$ cat src/rtl/sbuf_pkg.sv
package sbuf_pkg;

  typedef enum logic [1:0] {
    SZ_BYTE  = 2'd0,
    SZ_HALF  = 2'd1,
    SZ_WORD  = 2'd2,
    SZ_DWORD = 2'd3
  } ld_size_e;

  typedef enum logic [1:0] {
    PORT_IDLE  = 2'd0,
    PORT_LOAD  = 2'd1,
    PORT_DRAIN = 2'd2,
    PORT_STNEW = 2'd3
  } port_sel_e;

endpackage

$ cat src/rtl/sbuf_overlap.sv
module sbuf_overlap #(
  parameter int AW       = 32,
  parameter int LANES    = 8,
  parameter int CMP_BITS = 10,
  localparam int OFFW    = $clog2(LANES),
  localparam int WAW     = AW - OFFW
) (
  input  logic [AW-1:0]    ld_addr,
  input  logic [1:0]       ld_size,
  input  logic [WAW-1:0]   st_word,
  input  logic [LANES-1:0] st_be,
  input  logic             low_only,
  output logic             hit
);
  localparam int KW = CMP_BITS - OFFW;

  logic [LANES-1:0]   len_mask;
  logic [2*LANES-1:0] span;
  logic [WAW-1:0]     lw0, lw1;
  logic               eq0, eq1;

  // byte mask of the load, spread across two adjacent doublewords
  always_comb begin
    for (int i = 0; i < LANES; i++)
      len_mask[i] = (i < int'(32'd1 << ld_size));
    span = {{LANES{1'b0}}, len_mask} << ld_addr[OFFW-1:0];
  end

  always_comb begin
    lw0 = ld_addr[AW-1:OFFW];
    lw1 = lw0 + WAW'(1);
    if (low_only) begin
      eq0 = (lw0[KW-1:0] == st_word[KW-1:0]);
      eq1 = (lw1[KW-1:0] == st_word[KW-1:0]);
    end else begin
      eq0 = (lw0 == st_word);
      eq1 = (lw1 == st_word);
    end
    hit = (eq0 && |(span[LANES-1:0] & st_be)) ||
          (eq1 && |(span[2*LANES-1:LANES] & st_be));
  end

endmodule

$ cat src/rtl/sbuf_entry.sv
module sbuf_entry #(
  parameter int WAW   = 29,
  parameter int DW    = 64,
  parameter int LANES = DW / 8
) (
  input  logic             clk,
  input  logic             rst_n,
  input  logic             park,
  input  logic             clear,
  input  logic [WAW-1:0]   d_word,
  input  logic [DW-1:0]    d_data,
  input  logic [LANES-1:0] d_be,
  input  logic             d_xlat,
  output logic             q_valid,
  output logic [WAW-1:0]   q_word,
  output logic [DW-1:0]    q_data,
  output logic [LANES-1:0] q_be,
  output logic             q_xlat
);
  logic valid_nxt;

  always_comb begin
    valid_nxt = q_valid;
    if (clear) valid_nxt = 1'b0;
    if (park)  valid_nxt = 1'b1;
  end

  always_ff @(posedge clk or negedge rst_n) begin
    if (!rst_n) q_valid <= 1'b0;
    else        q_valid <= valid_nxt;
  end

  // payload: clock-enabled by park, no reset needed
  always_ff @(posedge clk) begin
    if (park) begin
      q_word <= d_word;
      q_data <= d_data;
      q_be   <= d_be;
      q_xlat <= d_xlat;
    end
  end

endmodule

$ cat src/rtl/sbuf_arb.sv
module sbuf_arb
  import sbuf_pkg::*;
(
  input  logic      ld_req,
  input  logic      st_req,
  input  logic      st_local,
  input  logic      sb_valid,
  input  logic      hit_buf,
  input  logic      hit_new,
  output port_sel_e sel,
  output logic      retry,
  output logic      park,
  output logic      clear
);
  always_comb begin
    sel   = PORT_IDLE;
    retry = 1'b0;
    park  = 1'b0;
    clear = 1'b0;
    if (st_req && !st_local) begin
      sel   = PORT_STNEW;          // bus store: in order, right now
      retry = ld_req;
    end else if (st_req) begin
      if (sb_valid) begin
        sel   = PORT_DRAIN;        // old entry out, new one in
        park  = 1'b1;
        retry = ld_req;
      end else if (ld_req && !hit_new) begin
        sel  = PORT_LOAD;          // load overtakes, store parks
        park = 1'b1;
      end else begin
        sel   = PORT_STNEW;
        retry = ld_req;
      end
    end else if (ld_req) begin
      if (sb_valid && hit_buf) begin
        sel   = PORT_DRAIN;
        clear = 1'b1;
        retry = 1'b1;
      end else begin
        sel = PORT_LOAD;
      end
    end else if (sb_valid) begin
      sel   = PORT_DRAIN;
      clear = 1'b1;
    end
  end

endmodule

$ cat src/rtl/sbuf_bypass_top.sv
module sbuf_bypass_top
  import sbuf_pkg::*;
#(
  parameter int ADDR_W   = 32,
  parameter int DATA_W   = 64,
  parameter int XLAT_CMP = 10
) (
  input  logic                  clk,
  input  logic                  rst_n,
  input  logic                  xlat_en,
  input  logic                  ld_req,
  input  logic [ADDR_W-1:0]     ld_addr,
  input  logic [1:0]            ld_size,
  input  logic                  ld_xlat,
  input  logic                  st_req,
  input  logic [ADDR_W-1:0]     st_addr,
  input  logic [DATA_W-1:0]     st_data,
  input  logic [DATA_W/8-1:0]   st_be,
  input  logic                  st_local,
  input  logic                  st_xlat,
  output logic                  ld_retry,
  output logic                  mem_req,
  output logic                  mem_we,
  output logic                  mem_local,
  output logic [ADDR_W-1:0]     mem_addr,
  output logic [1:0]            mem_size,
  output logic [DATA_W/8-1:0]   mem_be,
  output logic [DATA_W-1:0]     mem_wdata
);
  localparam int LANES = DATA_W / 8;
  localparam int OFFW  = $clog2(LANES);
  localparam int WAW   = ADDR_W - OFFW;

  // reset: asynchronous assert, synchronous release
  logic rst_s1, rst_q;
  always_ff @(posedge clk or negedge rst_n) begin
    if (!rst_n) begin
      rst_s1 <= 1'b0;
      rst_q  <= 1'b0;
    end else begin
      rst_s1 <= 1'b1;
      rst_q  <= rst_s1;
    end
  end

  logic             sb_valid, sb_xlat;
  logic [WAW-1:0]   sb_word;
  logic [DATA_W-1:0] sb_data;
  logic [LANES-1:0] sb_be;
  logic             park, clear;
  port_sel_e        sel;

  logic [WAW-1:0]   st_word;
  assign st_word = st_addr[ADDR_W-1:OFFW];

  // overlap against two sources: 0 = parked entry, 1 = arriving store
  logic [WAW-1:0]   cmp_word [2];
  logic [LANES-1:0] cmp_be   [2];
  logic             cmp_low  [2];
  logic             cmp_hit  [2];

  assign cmp_word[0] = sb_word;
  assign cmp_be[0]   = sb_be;
  assign cmp_low[0]  = xlat_en && (ld_xlat || sb_xlat);
  assign cmp_word[1] = st_word;
  assign cmp_be[1]   = st_be;
  assign cmp_low[1]  = xlat_en && (ld_xlat || st_xlat);

  for (genvar g = 0; g < 2; g++) begin : g_ovl
    sbuf_overlap #(
      .AW(ADDR_W), .LANES(LANES), .CMP_BITS(XLAT_CMP)
    ) i_ovl (
      .ld_addr (ld_addr),
      .ld_size (ld_size),
      .st_word (cmp_word[g]),
      .st_be   (cmp_be[g]),
      .low_only(cmp_low[g]),
      .hit     (cmp_hit[g])
    );
  end

  sbuf_arb i_arb (
    .ld_req  (ld_req),
    .st_req  (st_req),
    .st_local(st_local),
    .sb_valid(sb_valid),
    .hit_buf (cmp_hit[0]),
    .hit_new (cmp_hit[1]),
    .sel     (sel),
    .retry   (ld_retry),
    .park    (park),
    .clear   (clear)
  );

  sbuf_entry #(.WAW(WAW), .DW(DATA_W), .LANES(LANES)) i_entry (
    .clk    (clk),
    .rst_n  (rst_q),
    .park   (park),
    .clear  (clear),
    .d_word (st_word),
    .d_data (st_data),
    .d_be   (st_be),
    .d_xlat (st_xlat),
    .q_valid(sb_valid),
    .q_word (sb_word),
    .q_data (sb_data),
    .q_be   (sb_be),
    .q_xlat (sb_xlat)
  );

  // port multiplexer
  always_comb begin
    mem_req   = 1'b0;
    mem_we    = 1'b0;
    mem_local = 1'b0;
    mem_addr  = '0;
    mem_size  = 2'd0;
    mem_be    = '0;
    mem_wdata = '0;
    unique case (sel)
      PORT_LOAD: begin
        mem_req   = 1'b1;
        mem_local = 1'b1;
        mem_addr  = ld_addr;
        mem_size  = ld_size;
      end
      PORT_DRAIN: begin
        mem_req   = 1'b1;
        mem_we    = 1'b1;
        mem_local = 1'b1;
        mem_addr  = {sb_word, {OFFW{1'b0}}};
        mem_size  = SZ_DWORD;
        mem_be    = sb_be;
        mem_wdata = sb_data;
      end
      PORT_STNEW: begin
        mem_req   = 1'b1;
        mem_we    = 1'b1;
        mem_local = st_local;
        mem_addr  = {st_word, {OFFW{1'b0}}};
        mem_size  = SZ_DWORD;
        mem_be    = st_be;
        mem_wdata = st_data;
      end
      default: ;
    endcase
  end

  // ---------------- assertions ----------------
  p_idle_after_reset_r1: assert property (@(posedge clk) disable iff (!rst_q)
    (!ld_req && !st_req && !sb_valid) |-> (!mem_req && !ld_retry));

  p_store_parks_r2: assert property (@(posedge clk) disable iff (!rst_q)
    (st_req && st_local && ld_req && !ld_retry) |=> sb_valid);

  p_idle_drains_r3: assert property (@(posedge clk) disable iff (!rst_q)
    (sb_valid && !st_req && !ld_req) |=> !sb_valid);

  p_full_refills_r4: assert property (@(posedge clk) disable iff (!rst_q)
    (sb_valid && st_req && st_local) |=> sb_valid);

  p_bus_now_r6: assert property (@(posedge clk) disable iff (!rst_q)
    (st_req && !st_local) |-> (mem_req && mem_we && !mem_local));

  p_bus_keeps_entry_r6: assert property (@(posedge clk) disable iff (!rst_q)
    (st_req && !st_local && sb_valid) |=> sb_valid);

  p_no_load_on_retry_r8: assert property (@(posedge clk) disable iff (!rst_q)
    ld_retry |-> !(mem_req && !mem_we));

  p_conflict_empties_r8: assert property (@(posedge clk) disable iff (!rst_q)
    (ld_retry && !st_req) |=> !sb_valid);

endmodule

$ cat config.mk
export PLATFORM = sky130hd
export DESIGN_NAME = sbuf_bypass_top
export DESIGN_NICKNAME = d
export VERILOG_FILES = /design/src/rtl/sbuf_pkg.sv /design/src/rtl/sbuf_overlap.sv /design/src/rtl/sbuf_entry.sv /design/src/rtl/sbuf_arb.sv /design/src/rtl/sbuf_bypass_top.sv
export SDC_FILE = /design/constraint.sdc
export NUM_CORES = 1
export LEC_CHECK = 0
export ABC_AREA = 1
export BUFFER_PORTS_ARGS = -buffer_cell sky130_fd_sc_hd__buf_2
export CAP_MARGIN = 20
export CORE_MARGIN = 1
export CORE_UTILIZATION = 35
export CTS_BUF_LIST = sky130_fd_sc_hd__clkbuf_8 sky130_fd_sc_hd__clkbuf_16
export DETAILED_ROUTE_END_ITERATION = 8
export MAX_ROUTING_LAYER = met4
export PLACE_DENSITY = 0.59
export RECOVER_POWER = 25
export SKIP_CTS_REPAIR_TIMING = 1
export SLEW_MARGIN = 20
export SYNTH_ARGS = -nofsm -noshare
export SYNTH_HDL_FRONTEND = slang
export SYNTH_HIERARCHICAL = 1
export SYNTH_SLANG_ARGS = --single-unit
$ cat constraint.sdc
create_clock -name clk -period 4.87 [get_ports clk]
set_clock_uncertainty 0.2 [all_clocks]
set_input_delay 0.487 -clock clk [delete_from_list [all_inputs] [get_ports clk]]
set_output_delay 0.487 -clock clk [all_outputs]
set_load 0.02 [all_outputs]
==> results of run 1 <==
[per-stage QoR]
stage | instance area (µm²) | hold slack, ps | setup WS (ps)
after floorplan | 8410 | -206 | 745
after global placement | 10100 | -204 | 331
after detailed placement | 10100 | -198 | 320
after CTS | 10400 | -324 | 309
after global routing | 10400 | 87.9 | 25.8
final | 10400 | 106 | 292
[critical path: cells and delay by family]
kind | cells | cell delay [ps]
adder cells (fa/ha/maj) | 2 | 580
AO/OA/AOI/OAI | 1 | 150
buffers and inverters | 5 | 900
AND/OR/NAND/NOR | 17 | 1750
[routing by layer]
| layer | part of all wire | wire length (µm) |
|---|---|---|
| met2 | 0.46 | 12500 |
| met1 | 0.45 | 12200 |
| met3 | 0.072 | 1930 |
| met5 | 0 | 0 |
| met4 | 0.015 | 414 |
[cells by family (layout without fill, tap and decap cells)]
family,Yosys count,in the layout,synth area share
flip-flops,105,105,0.374
adder cells (fa/ha/maj),7,7,0.0104
AO/OA/AOI/OAI,44,44,0.0286
XOR/XNOR,64,64,0.0668
buffers and inverters,184,437,0.0899
AND/OR/NAND/NOR,844,844,0.430
other,1,6,0.000447
[power groups by stage]
stage / registers, µW / clock network [µW] / logic, µW
floorplan: 1090 / 0 / 648
global placement: 1090 / 0 / 1040
detailed placement: 1090 / 0 / 1040
CTS: 1070 / 820 / 1050
global route: 1080 / 847 / 1150
finish: 1070 / 798 / 1040
[flip-flops by register name (all words and copies together) (netlist names)]
register,flops
rst_q,1
i_entry/q_be,8
i_entry/q_xlat,1
i_entry/q_word,29
i_entry/q_data,64
rst_s1,1
i_entry/q_valid,1
[worst paths after layout]
check                      cells past startpoint            endpoint
setup reg to reg                              18     i_entry/q_valid
min in group asynchronous                      2               rst_q
hold reg to reg                                0               rst_q
max in group asynchronous                      1     i_entry/q_valid
setup / recovery                              25         mem_size[0]
hold / removal                                 1  i_entry/q_data[20]
[area by class of cell]
class	instances	area (µm²)	share of cell area
antenna	5	12.5	0.00120
clock buffer	9	225	0.0217
clock inverter	7	86.3	0.00831
inverter	155	582	0.0560
multi-input combinational	960	4540	0.437
sequential	105	3140	0.302
tap	319	399	0.0384
timing repair buffer	266	1400	0.135
[layout by cell type, fill, tap and decap left out, drive strengths merged]
master       netlist  layout
nor3              10      10
diode              0       5
o21bai             4       4
inv              155     160
clkinv             0       2
o221ai             2       2
clkbuf             2      43
nand4             22      22
nand3b             6       6
xnor2             24      24
o21ai             26      26
dlygate4sd3        0       2
o22ai              2       2
nor2             110     110
buf               27     230
edfxtp           102     102
ha                 7       7
nor4               8       8
dfrtp              3       3
nand2            583     583
nand3             99      99
xor2              40      40
or2                6       6
conb               1       1
a21oi             10      10
==> impl_metrics.env, run 1 <==
export IMPL_ctsHtreeMaxLevel=3
export IMPL_report_final_slew_viol_count=0
export IMPL_hold_violations=0
export IMPL_grt_total_usage=0.227
export IMPL_layout_min_cycle_time_ps=4580
export IMPL_synth_flop_cell="edfxtp_1"
export IMPL_final_util=0.443
export IMPL_avgViaCountPerCell=4.70
export IMPL_reg2reg_slack_ps=2380
export IMPL_synth_top_area_frac=0.365
export IMPL_path_clk_slew_ps=90
export IMPL_total_power_uw=2910
export IMPL_fin_crit_sh=0.940
export IMPL_grt_start_max_net_pins=74
export IMPL_synth_area_um2=8400
export IMPL_syn_area_per_cell_um2=6.72
export IMPL_relSlewSlack=0.615
export IMPL_p_seq_frac=0.369
export IMPL_cap_violations=0
export IMPL_slowest_stage="ha_4"
export IMPL_leakage_uw=0.00534
export IMPL_p_int_uw=1760
export IMPL_rsz0062_at_grt="false"
export IMPL_core_area_um2=23500
export IMPL_clock_latency_ps=360
export IMPL_grtUsageMet2=0.360
export IMPL_cp_max_fo=17
export IMPL_antenna_left=0
export IMPL_cts_made_buffers=9
export IMPL_ir_worst_vdd_v=0.000176
export IMPL_synth_edf_count=102
export IMPL_drtIter0Drc=531
export IMPL_fin_setup_tns_ps=0
export IMPL_tightest_slew_ps=576
export IMPL_place_congestion=0.904
export IMPL_met3_usage=0.0487
export IMPL_p_sw_frac=0.394
export IMPL_grt_pass1_wl_um=41600
export IMPL_yosys_warnings=6
export IMPL_gr_max_usage_layer="met2"
export IMPL_met1_usage=0.294
export IMPL_wl_um=27000
export IMPL_min_path_type="input pin to register"
export IMPL_power_switching_uw=1150
export IMPL_r2r_start="i_entry/q_word[18]"
export IMPL_rows=56
export IMPL_seq_area_frac_synth=0.374
export IMPL_power_density_nw_per_um2=280
export IMPL_n_fill_cell=2517
export IMPL_min_from="st_data[20]"
export IMPL_pwr_share_clk=0.274
export IMPL_grt_antenna_before_repair=4
export IMPL_pwr_share_comb=0.357
export IMPL_placed_cells=1803
export IMPL_cp_required_ps=4180
export IMPL_fin_nets=1650
export IMPL_dieWidth_um=157
export IMPL_crit_top_cell="nand2_1"
export IMPL_cts_tree="built"
export IMPL_drc_errors=0
export IMPL_cts_root_buf="clkbuf_16"
export IMPL_synth_cell_types=30
export IMPL_async_flop_share=0.0286
export IMPL_yosys_top_cells_count="nand2_1 (567), inv_1 (150), edfxtp_1 (102)"
export IMPL_dr_pass1_iters=5
export IMPL_fp_dieH_um=157
export IMPL_start_util=0.358
export IMPL_worstSetupPathType="input pin to primary output"
export IMPL_yosysTopAreaCell="edfxtp_1"
export IMPL_fin_cells=1826
export IMPL_critPathCaptureType="primary output"
export IMPL_yosysMostFrequentCell="nand2_1"
export IMPL_port_buffers=252
export IMPL_crit_arrival_ps=3890
export IMPL_netlist_top_cells_area="edfxtp_1 (36%), nand2_1 (25%), inv_1 (6.7%), nand3_1 (5.8%), xor2_1 (4.2%)"
export IMPL_die_area_um2=24600
export IMPL_max_freq_mhz=218
export IMPL_status="finished clean"
export IMPL_wl_per_cell_um=14.8
export IMPL_drive_gt1_frac=0.200
export IMPL_io_pins=256
export IMPL_startpoint_type="input pin"
export IMPL_vias=8581
export IMPL_startpoint="ld_addr[4]"
export IMPL_overflow=0
export IMPL_synth_seq_cells=105
export IMPL_syn_num_nets=1402
export IMPL_grt_pass1_vias=7961
export IMPL_clkSinkCount=105
export IMPL_syn_to_final_growth_pct=23.7
export IMPL_slowest_delay_ps=350
export IMPL_setup_viol=0
export IMPL_dp_hpwl_um=20700
export IMPL_clock_path_buffers=2
export IMPL_synth_cells=1249
(Power assumes the default switching activity.)
==> run 2: changes to the inputs <==
--- a/config.mk
+++ b/config.mk
@@ -5,15 +5,16 @@
 export SDC_FILE = /design/constraint.sdc
 export NUM_CORES = 1
 export LEC_CHECK = 0
-export ABC_AREA = 1
+export ABC_AREA = 0
 export BUFFER_PORTS_ARGS = -buffer_cell sky130_fd_sc_hd__buf_2
 export CAP_MARGIN = 20
 export CORE_MARGIN = 1
 export CORE_UTILIZATION = 35
 export CTS_BUF_LIST = sky130_fd_sc_hd__clkbuf_8 sky130_fd_sc_hd__clkbuf_16
 export DETAILED_ROUTE_END_ITERATION = 8
+export GPL_ROUTABILITY_DRIVEN = 1
 export MAX_ROUTING_LAYER = met4
-export PLACE_DENSITY = 0.59
+export PLACE_DENSITY = 0.6
 export RECOVER_POWER = 25
 export SKIP_CTS_REPAIR_TIMING = 1
 export SLEW_MARGIN = 20
==> impl_metrics.env, run 2 <==
export IMPL_status="finished clean"
export IMPL_tightest_slew_ps=568
export IMPL_ctsHtreeMaxLevel=3
export IMPL_ir_worst_vdd_v=0.000176
export IMPL_dp_hpwl_um=19900
export IMPL_dr_pass1_iters=7
export IMPL_register_area_um2=3140
export IMPL_report_final_slew_viol_count=0
export IMPL_rsz0062_at_grt="true"
export IMPL_core_area_um2=21200
export IMPL_drc_errors=0
export IMPL_startpoint_type="input pin"
export IMPL_grt_start_max_net_pins=54
export IMPL_clkSinkCount=105
export IMPL_drive_gt1_frac=0.393
export IMPL_layout_common_cells="buf_2 (184), buf_4 (136), edfxtp_1 (102), a22o_1 (72), nor2_1 (58)"
export IMPL_path_clk_slew_ps=90
export IMPL_syn_num_nets=908
export IMPL_worstSetupPathType="input pin to primary output"
export IMPL_clock_latency_ps=350
export IMPL_top_register="i_entry/q_data"
export IMPL_place_congestion=0.903
export IMPL_clock_path_buffers=2
export IMPL_crit_arrival_ps=4090
export IMPL_setup_viol=0
export IMPL_fin_crit_sh=0.982
export IMPL_fin_nets=1251
export IMPL_io_pins=256
export IMPL_die_area_um2=22500
export IMPL_synth_cells=755
export IMPL_placed_cells=1345
export IMPL_largest_register_ffs=64
export IMPL_cp_max_fo=27
export IMPL_fin_cells=1384
export IMPL_drtIter0Drc=727
export IMPL_seq_area_frac_synth=0.410
export IMPL_leakage_uw=0.00438
export IMPL_synth_flop_cell="edfxtp_1"
export IMPL_cap_violations=0
export IMPL_power_density_nw_per_um2=281
export IMPL_fin_setup_tns_ps=0
export IMPL_port_buffers=252
export IMPL_grt_pass1_vias=7194
export IMPL_dieWidth_um=150
export IMPL_synth_area_um2=7660
export IMPL_final_util=0.514
export IMPL_cts_made_buffers=9
export IMPL_grt_total_usage=0.233
export IMPL_netlist_top_cells_area="edfxtp_1 (40%), a22o_1 (8.2%), xnor2_1 (5.7%), xor2_1 (4.6%), a222oi_1 (3.8%)"
export IMPL_avgViaCountPerCell=5.69
export IMPL_synth_top_area_frac=0.400
export IMPL_synth_seq_cells=105
export IMPL_min_path_type="input pin to register"
export IMPL_wl_per_cell_um=19.6
export IMPL_yosysTopAreaCell="edfxtp_1"
export IMPL_reg_largest_list="i_entry/q_data x64, i_entry/q_word x29, i_entry/q_be x8"
export IMPL_cts_tree="built"
export IMPL_yosysMostFrequentCell="edfxtp_1"
export IMPL_cp_required_ps=4180
export IMPL_yosys_top_cells_count="edfxtp_1 (102), a22o_1 (72), nor2_1 (59)"
export IMPL_critPathCaptureType="primary output"
export IMPL_hold_violations=0
export IMPL_cts_root_buf="clkbuf_16"
export IMPL_async_flop_share=0.0286
export IMPL_grt_antenna_before_repair=4
export IMPL_syn_area_per_cell_um2=10.1
export IMPL_relSlewSlack=0.611
export IMPL_max_freq_mhz=209
export IMPL_syn_to_final_growth_pct=42.3
export IMPL_synth_edf_count=102
export IMPL_n_fill_cell=1977
export IMPL_antenna_left=0
export IMPL_grt_pass1_wl_um=38800
export IMPL_overflow=0
export IMPL_synth_cell_types=68
export IMPL_fp_dieH_um=150
export IMPL_start_util=0.361
export IMPL_layout_min_cycle_time_ps=4780
export IMPL_multi_input_area_um2=4510
export IMPL_rows=53
export IMPL_yosys_warnings=6
export IMPL_vias=7873
export IMPL_wl_um=27100
export IMPL_final_common_cell="buf_2"
run 2: changes by cell type after synthesis, moves of 12 or more:
cell / previous run / this run
nand2_1: 567 / 35
nor2_1: 87 / 59
a21oi_1: 10 / 33
o21a_1: 0 / 12
nand2_2: 14 / 0
nand3_1: 97 / 22
a222oi_1: 0 / 29
xnor2_1: 24 / 50
inv_1: 150 / 20
a22o_1: 0 / 72
nor3_1: 10 / 28
run 2: worst paths after layout:
kind | depth (start not counted) | slack, ps | end | startpoint
min | 1 | 110 | i_entry/q_data[0] | st_data[0]
max | 20 | 90 | mem_wdata[18] | ld_addr[4]
min reg2reg | 0 | 150 | rst_q | rst_s1
min in group asynchronous | 2 | 240 | rst_s1 | rst_n
max reg2reg | 12 | 1770 | i_entry/q_valid | i_entry/q_word[4]
max in group asynchronous | 1 | 4040 | i_entry/q_valid | rst_q
run 2: power breakdown:
| group | internal [µW] | switching (µW) |
|---|---|---|
| Combinational | 523 | 701 |
| Sequential | 1050 | 35.3 |
| Clock | 360 | 390 |
run 2: cells by family after synthesis:
| kind of cell | after synthesis | synth area share |
|---|---|---|
| AO/OA/AOI/OAI | 230 | 0.238 |
| adder cells (fa/ha/maj) | 7 | 0.0114 |
| buffers and inverters | 65 | 0.0431 |
| flip-flops | 105 | 0.410 |
| XOR/XNOR | 90 | 0.103 |
| multiplexers | 10 | 0.0137 |
| AND/OR/NAND/NOR | 247 | 0.180 |
| other | 1 | 0.000490 |
run 2: stage by stage:
step / instance area (µm²) / hold slack, ps / worst slack, ps / power [µW]
final: 10900 / 111 / 88.4 / 3060
after CTS: 10200 / -317 / -307 / 2960
after global placement: 9930 / -201 / -175 / 2190
after global routing: 10900 / 96.3 / -91.4 / 3190
after floorplan: 7660 / -206 / 235 / 1740
after detailed placement: 9930 / -200 / -218 / 2200
run 2: layout make-up:
type | count | share of cell area
multi-input cells | 585 | 0.414
clock buffers | 9 | 0.0207
inverters | 20 | 0.00689
diodes | 6 | 0.00138
repair buffers | 377 | 0.232
flip-flops and latches | 105 | 0.288
clock inverters | 7 | 0.00620
well taps | 275 | 0.0316
run 2: critical path, cell delays in order:
cell      delay, ps
buf_8           100
ha_4            130
nand3_2          90
buf_4           190
nor3_2          180
buf_4           140
mux2_2          320
o211ai_1         90
a22oi_1         120
a2111o_1        440
o31ai_2         280
buf_4           180
nor2b_2          50
a31oi_2         200
buf_4           170
ha_4            190
buf_6           140
buf_16          180
a22o_1          220
buf_4           160
run 2: metal layers:
metal / global-route usage / wire length (µm) / vias to the layer above / share of wire
met5: - / 0 / - / 0
met4: 0.0808 / 450 / 0 / 0.017
met3: 0.0454 / 2090 / 26 / 0.077
met2: 0.360 / 12800 / 372 / 0.47
met1: 0.303 / 11800 / 3782 / 0.43
li1: - / - / 3693 / -
==> run 3: changes to the inputs <==
--- a/config.mk
+++ b/config.mk
@@ -16,6 +16,7 @@
 export MAX_ROUTING_LAYER = met4
 export PLACE_DENSITY = 0.6
 export RECOVER_POWER = 25
+export SETUP_SLACK_MARGIN = 0.1
 export SKIP_CTS_REPAIR_TIMING = 1
 export SLEW_MARGIN = 20
 export SYNTH_ARGS = -nofsm -noshare
==> impl_metrics.env, run 3 (synthesis results as in run 2) <==
export IMPL_antenna_left=0
export IMPL_grt_pass1_wl_um=38800
export IMPL_worstSetupPathType="input pin to primary output"
export IMPL_cts_made_buffers=9
export IMPL_p_int_uw=2060
export IMPL_min_path_cells=1
export IMPL_port_buffers=252
export IMPL_setup_viol=0
export IMPL_pwr_share_comb=0.430
export IMPL_startpoint_type="input pin"
export IMPL_avgViaCountPerCell=5.67
export IMPL_final_common_cell="buf_4"
export IMPL_grt_start_max_net_pins=54
export IMPL_cts_tree="built"
export IMPL_tightest_slew_ps=561
export IMPL_p_sw_frac=0.362
export IMPL_fin_nets=1262
export IMPL_layout_min_cycle_time_ps=4790
export IMPL_cap_violations=0
export IMPL_grt_total_usage=0.233
export IMPL_fp_dieH_um=150
export IMPL_pwr_share_clk=0.233
export IMPL_clkSinkCount=105
export IMPL_grt_pass1_vias=7194
export IMPL_critPathCaptureType="primary output"
export IMPL_die_area_um2=22500
export IMPL_dp_hpwl_um=19900
export IMPL_rsz0062_at_grt="true"
export IMPL_status="finished clean"
export IMPL_path_clk_slew_ps=90
export IMPL_dr_pass1_iters=8
export IMPL_cp_max_fo=9
export IMPL_fin_worst_hold_slack_ps=112
export IMPL_power_density_nw_per_um2=282
export IMPL_max_freq_mhz=209
export IMPL_core_area_um2=21200
export IMPL_leakage_uw=0.00453
export IMPL_overflow=0
export IMPL_grt_antenna_before_repair=4
export IMPL_cp_required_ps=4180
export IMPL_dieWidth_um=150
export IMPL_io_pins=256
export IMPL_clock_latency_ps=350
export IMPL_place_congestion=0.903
export IMPL_reg_largest_list="i_entry/q_data x64, i_entry/q_word x29, i_entry/q_be x8"
export IMPL_crit_arrival_ps=4100
export IMPL_drive_gt1_frac=0.390
export IMPL_fin_crit_sh=0.983
export IMPL_wl_um=28100
export IMPL_cts_root_buf="clkbuf_16"
export IMPL_fin_ws_ps=82.8
export IMPL_rows=53
export IMPL_fin_cells=1395
export IMPL_ir_worst_vdd_v=0.000187
export IMPL_p_seq_frac=0.336
export IMPL_hold_violations=0
export IMPL_largest_register_ffs=64
export IMPL_power_switching_uw=1170
export IMPL_report_final_slew_viol_count=0
export IMPL_dpl_worst_slack_ps=-218
export IMPL_placed_cells=1345
export IMPL_syn_to_final_growth_pct=49.8
export IMPL_wl_per_cell_um=20.1
export IMPL_drc_errors=0
export IMPL_min_path_type="input pin to register"
export IMPL_drtIter0Drc=637
export IMPL_relSlewSlack=0.616
export IMPL_layout_common_cells="buf_4 (131), buf_2 (118), edfxtp_1 (102), buf_6 (79), a22o_1 (72)"
export IMPL_ctsHtreeMaxLevel=3
export IMPL_vias=7904
export IMPL_top_register="i_entry/q_data"
export IMPL_r2r_cells=12
export IMPL_start_util=0.361
export IMPL_n_fill_cell=1938
export IMPL_clock_path_buffers=2
==> run 3: cell types whose count changed in the layout (fill, tap and decap cells not counted), moves of 2 or more <==
cell / delta
clkbuf_16: +2
buf_12: +4
buf_2: -66
buf_6: +64
buf_4: -5
clkbuf_1: +11
==> run 3: layout make-up <==
class | count | area, µm² | share of cell area
flip-flops and latches | 105 | 3140 | 0.274
repair buffers | 388 | 3070 | 0.267
well taps | 275 | 344 | 0.0300
clock buffers | 9 | 225 | 0.0196
diodes | 6 | 15.0 | 0.00131
multi-input cells | 585 | 4540 | 0.396
inverters | 20 | 75.1 | 0.00654
clock inverters | 7 | 67.6 | 0.00589
==> run 3: power by group through the flow <==
stage	registers (µW)	clock network (µW)	logic [µW]
detailed placement	1100	0	1100
finish	1090	755	1390
global route	1090	798	1470
CTS	1080	775	1100
global placement	1100	0	1090
floorplan	1090	0	647
==> run 3: worst paths after layout <==
check	slack, ps	end	startpoint
setup reg to reg	1820	i_entry/q_valid	i_entry/q_word[4]
max in group asynchronous	4040	i_entry/q_valid	rst_q
min in group asynchronous	260	rst_s1	rst_n
setup / recovery	80	mem_addr[20]	ld_addr[13]
hold / removal	110	i_entry/q_data[60]	st_data[60]
hold reg to reg	150	rst_q	rst_s1
==> run 3: critical path: stages <==
cell and delay, ps:
buf_6 100, nand4_1 140, or4_4 580, nor3_4 210, mux2_4 330, nor4_4 250, nand4_1 150, o31ai_2 200
buf_4 180, nand2_4 60, a21oi_4 150, a31oi_4 60, buf_6 150, ha_4 180, buf_12 140, buf_12 130
a222oi_1 330, nor2_1 90, buf_4 170
==> run 3: metal layers <==
layer / vias to the layer above / routed length [µm] / GRT usage
met5: - / 0 / -
met4: 0 / 514 / 0.0808
met3: 29 / 2230 / 0.0454
met2: 369 / 13300 / 0.360
met1: 3798 / 12000 / 0.303
li1: 3708 / - / -
==> run 3: per-stage QoR <==
step                      total power [µW]  TNS (ps)  utilization  area (µm²)
final                                 3230         0        0.541       11500
after global routing                  3360      -850        0.540       11500
after CTS                             2960    -24600        0.482       10200
after detailed placement              2200    -14990        0.468        9930
after global placement                2190     -8960        0.468        9930
after floorplan                       1740         0            -        7660
